<file path="src/rtl/fe_emu_pkg.sv">
package fe_emu_pkg;
  typedef enum logic [1:0] {
    SQ_IDLE = 2'd0,
    SQ_HDR  = 2'd1,
    SQ_BODY = 2'd2
  } seq_state_e;
endpackage

</file>
<file path="src/rtl/fe_emu_cmd_rec.sv">
module fe_emu_cmd_rec #(
  parameter int CMD_W  = 8,
  parameter int STAT_W = 4
) (
  input  logic              clk,
  input  logic              rst,
  input  logic              wr_en,
  input  logic [CMD_W-1:0]  wr_code,
  output logic [STAT_W-1:0] stat
);
  logic [CMD_W-1:0] code_q;

  always_ff @(posedge clk) begin
    if (rst)        code_q <= '0;
    else if (wr_en) code_q <= wr_code;
  end

  assign stat = code_q[STAT_W-1:0];
endmodule

</file>
<file path="src/rtl/fe_emu_seq.sv">
module fe_emu_seq
  import fe_emu_pkg::*;
#(
  parameter int         CHIP_W   = 4,
  parameter int         WORD_W   = 7,
  parameter int         DATA_W   = 8,
  parameter logic [7:0] FIX_PAT0 = 8'h55,
  parameter logic [7:0] FIX_PAT1 = 8'hAA
) (
  input  logic              clk,
  input  logic              rst,
  input  logic              stb,
  input  logic              load,
  input  logic [CHIP_W-1:0] chips,
  input  logic [WORD_W-1:0] words,
  input  logic              var_data,
  input  logic              data_type,
  input  logic              id_sel,
  input  logic              null_sel,
  input  logic              inhibit,
  output logic              fire,
  output logic [DATA_W-1:0] word,
  output logic              done
);
  seq_state_e        state_q;
  logic [CHIP_W-1:0] nchips_q, chip_q;
  logic [WORD_W-1:0] nwords_q, wcnt_q;
  logic [DATA_W-1:0] cnt_q;
  logic              last_chip, last_word, empty;

  assign fire      = stb && !inhibit && !load && (state_q != SQ_IDLE);
  assign last_chip = (chip_q + 1'b1) == nchips_q;
  assign last_word = (wcnt_q + 1'b1) == nwords_q;
  assign empty     = (chips == '0) || ((words == '0) && !null_sel);

  always_comb begin
    if (state_q == SQ_HDR)
      word = id_sel ? DATA_W'(chip_q) : '0;
    else if (var_data)
      word = cnt_q;
    else
      word = data_type ? DATA_W'(FIX_PAT1) : DATA_W'(FIX_PAT0);
  end

  always_ff @(posedge clk) begin
    if (rst) begin
      state_q  <= SQ_IDLE;
      nchips_q <= '0;
      nwords_q <= '0;
      chip_q   <= '0;
      wcnt_q   <= '0;
      cnt_q    <= '0;
      done     <= 1'b0;
    end else if (load) begin
      nchips_q <= chips;
      nwords_q <= words;
      chip_q   <= '0;
      wcnt_q   <= '0;
      cnt_q    <= '0;
      state_q  <= empty ? SQ_IDLE : SQ_HDR;
      done     <= empty;
    end else if (fire) begin
      case (state_q)
        SQ_HDR: begin
          wcnt_q <= '0;
          if (nwords_q != '0) begin
            state_q <= SQ_BODY;
          end else if (last_chip) begin
            state_q <= SQ_IDLE;
            done    <= 1'b1;
          end else begin
            chip_q <= chip_q + 1'b1;
          end
        end
        SQ_BODY: begin
          if (var_data) cnt_q <= cnt_q + 1'b1;
          if (!last_word) begin
            wcnt_q <= wcnt_q + 1'b1;
          end else if (last_chip) begin
            state_q <= SQ_IDLE;
            done    <= 1'b1;
          end else begin
            chip_q  <= chip_q + 1'b1;
            state_q <= SQ_HDR;
          end
        end
        default: state_q <= SQ_IDLE;
      endcase
    end
  end
endmodule

</file>
<file path="src/rtl/fe_emu_lane.sv">
module fe_emu_lane #(
  parameter int DATA_W = 8,
  parameter int STAT_W = 4
) (
  input  logic              clk,
  input  logic              rst,
  input  logic              ld,
  input  logic [DATA_W-1:0] d_data,
  input  logic [STAT_W-1:0] d_stat,
  output logic [DATA_W-1:0] q_data,
  output logic [STAT_W-1:0] q_stat
);
  always_ff @(posedge clk) begin
    if (rst) begin
      q_data <= '0;
      q_stat <= '0;
    end else if (ld) begin
      q_data <= d_data;
      q_stat <= d_stat;
    end
  end
endmodule

</file>
<file path="src/rtl/fe_readout_emu.sv">
module fe_readout_emu #(
  parameter int NOUT   = 12,
  parameter int CHIP_W = 4,
  parameter int WORD_W = 7,
  parameter int DATA_W = 8,
  parameter int CMD_W  = 8,
  parameter int STAT_W = 4
) (
  input  logic                     clk,
  input  logic                     rst,
  input  logic                     bclk_stb,
  input  logic                     cmd_a_valid,
  input  logic [CMD_W-1:0]         cmd_a_code,
  input  logic [CHIP_W-1:0]        cfg_chips,
  input  logic                     cfg_chips_load,
  input  logic [WORD_W-1:0]        cfg_words,
  input  logic                     cfg_var_data,
  input  logic                     cfg_data_type,
  input  logic                     cfg_id_sel,
  input  logic                     cfg_null_sel,
  input  logic                     cfg_inhibit,
  output logic [NOUT*DATA_W-1:0]   out_data,
  output logic [NOUT*STAT_W-1:0]   out_stat,
  output logic                     out_valid,
  output logic                     done
);
  logic              fire;
  logic [DATA_W-1:0] gen_word;
  logic [STAT_W-1:0] rec_stat;

  fe_emu_cmd_rec #(.CMD_W(CMD_W), .STAT_W(STAT_W)) u_rec (
    .clk(clk), .rst(rst), .wr_en(cmd_a_valid), .wr_code(cmd_a_code),
    .stat(rec_stat)
  );

  fe_emu_seq #(.CHIP_W(CHIP_W), .WORD_W(WORD_W), .DATA_W(DATA_W)) u_seq (
    .clk(clk), .rst(rst), .stb(bclk_stb), .load(cfg_chips_load),
    .chips(cfg_chips), .words(cfg_words), .var_data(cfg_var_data),
    .data_type(cfg_data_type), .id_sel(cfg_id_sel), .null_sel(cfg_null_sel),
    .inhibit(cfg_inhibit), .fire(fire), .word(gen_word), .done(done)
  );

  for (genvar k = 0; k < NOUT; k++) begin : g_lane
    fe_emu_lane #(.DATA_W(DATA_W), .STAT_W(STAT_W)) u_lane (
      .clk(clk), .rst(rst), .ld(fire), .d_data(gen_word), .d_stat(rec_stat),
      .q_data(out_data[k*DATA_W +: DATA_W]),
      .q_stat(out_stat[k*STAT_W +: STAT_W])
    );
  end

  always_ff @(posedge clk) begin
    if (rst) out_valid <= 1'b0;
    else     out_valid <= fire;
  end
endmodule

</file>
<file path="config.mk">
export PLATFORM = sky130hd
export DESIGN_NAME = fe_readout_emu
export DESIGN_NICKNAME = d
export VERILOG_FILES = /design/src/rtl/fe_emu_pkg.sv /design/src/rtl/fe_emu_cmd_rec.sv /design/src/rtl/fe_emu_seq.sv /design/src/rtl/fe_emu_lane.sv /design/src/rtl/fe_readout_emu.sv
export SDC_FILE = /design/constraint.sdc
export NUM_CORES = 1
export LEC_CHECK = 0
export ABC_AREA = 1
export BUFFER_PORTS_ARGS = -buffer_cell sky130_fd_sc_hd__buf_2
export CAP_MARGIN = 20
export CORE_ASPECT_RATIO = 0.9
export CORE_UTILIZATION = 50
export DETAILED_ROUTE_END_ITERATION = 10
export MAX_ROUTING_LAYER = met4
export PLACE_DENSITY = 0.83
export SYNTH_ARGS = -nofsm -noshare
export SYNTH_HDL_FRONTEND = slang
export SYNTH_SLANG_ARGS = --single-unit
</file>
<file path="constraint.sdc">
create_clock -name clk -period 5.06 [get_ports clk]
set_clock_uncertainty 0.2 [all_clocks]
set_input_delay 1.518 -clock clk [delete_from_list [all_inputs] [get_ports clk]]
set_output_delay 1.518 -clock clk [all_outputs]
set_load 0.05 [all_outputs]
</file>
==> results.ini <==
[power_and_ir_drop]
powerDensity_mw_per_mm2=256
finalPower_uw=915
ir_drop_mv=0.102
p_leak_uw=0.00196

[synthesis]
syn-num-nets=543
synth_top_family_by_area=buffers and inverters
synthMuxAreaShare_pct=0
yosys_register_bits=50
synth-simple-area-share_pct=23.7
synth-adder-area-share_pct=2.12
avgSynthCellArea_sq_um=6.97
yosys.area_share.xor_xnor_pct=1.98
synthCells=508
synth_cell_types=29
synth_compound_area_share_pct=10.6
yosysWarnings=0
seq_area_frac_synth_pct=28.3
netlist_area_sq_mm=0.00354

[sta]
setup_tns_ps=0
final.min_clock_period_ps=3320
drv_slew=0
relSlewSlack_pct=55.5
worst_hold_slack_ps=283
max_freq_ghz=0.301
final_hold_viol_count=0
finalCritPeriodShare_pct=65.6
tightest_slew_ps=665
rsz0062_at_grt=no
setup_violations=0

[cells_and_area]
antenna_cells=0
area_growth_pct=0.990
fin_nets=579
ff_latch_area_sq_mm=0.00100
multi_input_area_sq_mm=0.00136
fillCellCount=640
layout-drive-gt1-share_pct=35.6
stdcell_count=635
final_util_pct=53.4

[outcome]
status=complete, no violations

[critical_path]
crit_fanout=23
worstPathArrival_ps=3320
worst_path_largest_cell_delay_ps=300
worstPathCellList=buf_2 > inv_2 > and3_1 > buf_4 > nand3_2 > nor2_1 > nand3_1 > nor2_1 > nand2_1 > o21ai_0 > a21oi_1
criticalPathCategory=in2reg
r2r_start=u_seq.state_q[0]$_SDFFE_PP0P_
crit_path_end_kind=flip-flop
reg2reg_slack_ps=2800
critPathSlowestCell=inv_2
reg2reg_depth=12
path_common_cell=nor2_1
crit_required_ps=5060
worstReg2RegEnd=u_seq.cnt_q[7]$_SDFFE_PP0P_
cp-start-kind=input pin

[route]
viasPerCell=4.76
post_drt_wl_per_cell_um=11.4
drc=0
route.vias.total=3022
ant_nets=0
drtIter0Drc=155
dr.pass1.iters=4
wl_um=7250

[job]
drv_cap=0

[global_route]
grt_usage_pct=18.9
grt_first_pass_wirelength_um=10700
antenna_found_initial=0
grt_pass1_vias=2330
grt_max_degree=24
grt_overflow=0

[clock_network]
cts_tree=built
cts-resized-gates=0
insertion_delay_ps=320
clk_path_buf_depth=2
cts_sinks=50
post-cts-setup-buffer-count=0
numCtsBuffers=5
cts_root_buffer=clkbuf_8
h-tree-depth=2
hold_buffers=0
clk_pin_slew_ps=100

[die]
initial_core_util_pct=52.9
chipHeight_um=81.8
io_pins=175
die_x_um=90.7
coreArea_sq_mm=0.00669
dieArea_sq_mm=0.00742
row_count=28

[hold_path]
hp-start=u_seq.wcnt_q[4]$_SDFFE_PP0P_
min_to=u_seq.wcnt_q[4]$_SDFFE_PP0P_
hp-class=reg2reg
hold_depth=2

[place]
io_buffers=170
dp_hpwl_um=5700
dp.cells=627
globalplace.congestion=0.876

==> metal layers <==
metal  global-route usage (%)  wire (um)  up-vias
met2                     33.6       3640      111
met3                     2.96        469        9
met5                        -          0        -
li1                         -          -     1553
met1                     21.7       3050     1349
met4                     6.94         91        0
==> logic make-up after synthesis <==
| kind of cell | count (synthesis) |
|---|---|
| xor gates and xnor gates | 8 |
| adders and majority gates | 6 |
| and+or+nand+nor | 190 |
| AOI/OAI and AO/OA | 73 |
| DFF | 50 |
| buffers and inverters | 181 |
==> placed cells by master, fill, tap and decap left out, types with 2 or more instances in the layout <==
cell type	Yosys	final
xnor2_1	3	3
nor3_1	6	6
dfxtp_1	50	50
a21oi_1	29	29
o21ai_0	41	41
nor4_1	3	3
buf_2	2	170
xor2_1	5	5
nand3_1	20	20
nand2_2	6	6
nand3_2	2	2
nand4_1	7	7
ha_1	6	6
inv_1	37	37
nand2_1	69	69
clkbuf_8	0	6
nor2_4	2	2
nor2_1	71	71
==> per-stage QoR <==
step / cell area (sq um) / setup slack [ps]
after CTS: 3570 / 1770
after global routing: 3570 / 1580
after global placement: 3480 / 1490
after floorplan: 3540 / 2160
final: 3570 / 1740
after detailed placement: 3480 / 1430
==> worst max-delay path by stage <==
| stage | cells after the start | endpoint | startpoint | slack [ps] |
|---|---|---|---|---|
| floorplan | 10 | u_seq.cnt_q[7]$_SDFFE_PP0P_ | cfg_inhibit | 2160 |
| global placement | 11 | u_seq.cnt_q[7]$_SDFFE_PP0P_ | cfg_chips_load | 1490 |
| detailed placement | 11 | u_seq.cnt_q[7]$_SDFFE_PP0P_ | cfg_chips_load | 1430 |
| CTS | 11 | u_seq.cnt_q[7]$_SDFFE_PP0P_ | cfg_chips_load | 1770 |
| global route | 10 | u_seq.chip_q[3]$_SDFFE_PP0P_ | cfg_chips_load | 1580 |
| finish | 11 | u_seq.cnt_q[7]$_SDFFE_PP0P_ | cfg_chips_load | 1740 |
==> cell type report <==
class / instances / area share, %
multi-input cells: 277 / 38.1
clock inverters: 2 / 0.350
flip-flops and latches: 50 / 28.0
clock buffers: 6 / 2.31
repair buffers: 171 / 24.0
inverters: 39 / 4.10
well taps: 90 / 3.15
==> synthesized netlist by cell type (all sizes together) <==
library cell | number | area (sq um)
xor2 | 5 | 43.8
xnor2 | 3 | 26.3
a21oi | 29 | 145
a31oi | 1 | 6.26
o21ai | 41 | 205
nand2 | 76 | 308
clkbuf | 7 | 26.3
buf | 135 | 1000
clkinv | 1 | 3.75
nand4 | 7 | 43.8
dfxtp | 50 | 1000
nor4 | 3 | 18.8
inv | 38 | 143
nand3 | 23 | 138
ha | 6 | 75.1
o21bai | 2 | 18.8
nor3 | 6 | 30.0
and3 | 1 | 6.26
nor2 | 74 | 295
==> registers in the layout (all words and copies together), names as in the netlist <==
name and cells:
u_seq.cnt_q 8, u_seq.state_q 2, u_seq.nwords_q 7, u_seq.nchips_q 4
u_seq.chip_q 4, u_seq.done 1, out_valid 1, u_rec.code_q 4
g_lane.u_lane.q_stat 4, g_lane.u_lane.q_data 8, u_seq.wcnt_q 7
==> report_power, final <==
part,internal (uW),switching [uW]
combinational,52.2,195
clock,110,137
sequential,407,14.2
total,569,346
==> critical path: cells and delay by family <==
| family | cells | cell delay (ps) |
|---|---|---|
| AOI/OAI and AO/OA | 2 | 230 |
| and+or+nand+nor | 6 | 890 |
| buffers and inverters | 3 | 680 |
(Power assumes the default switching activity.)
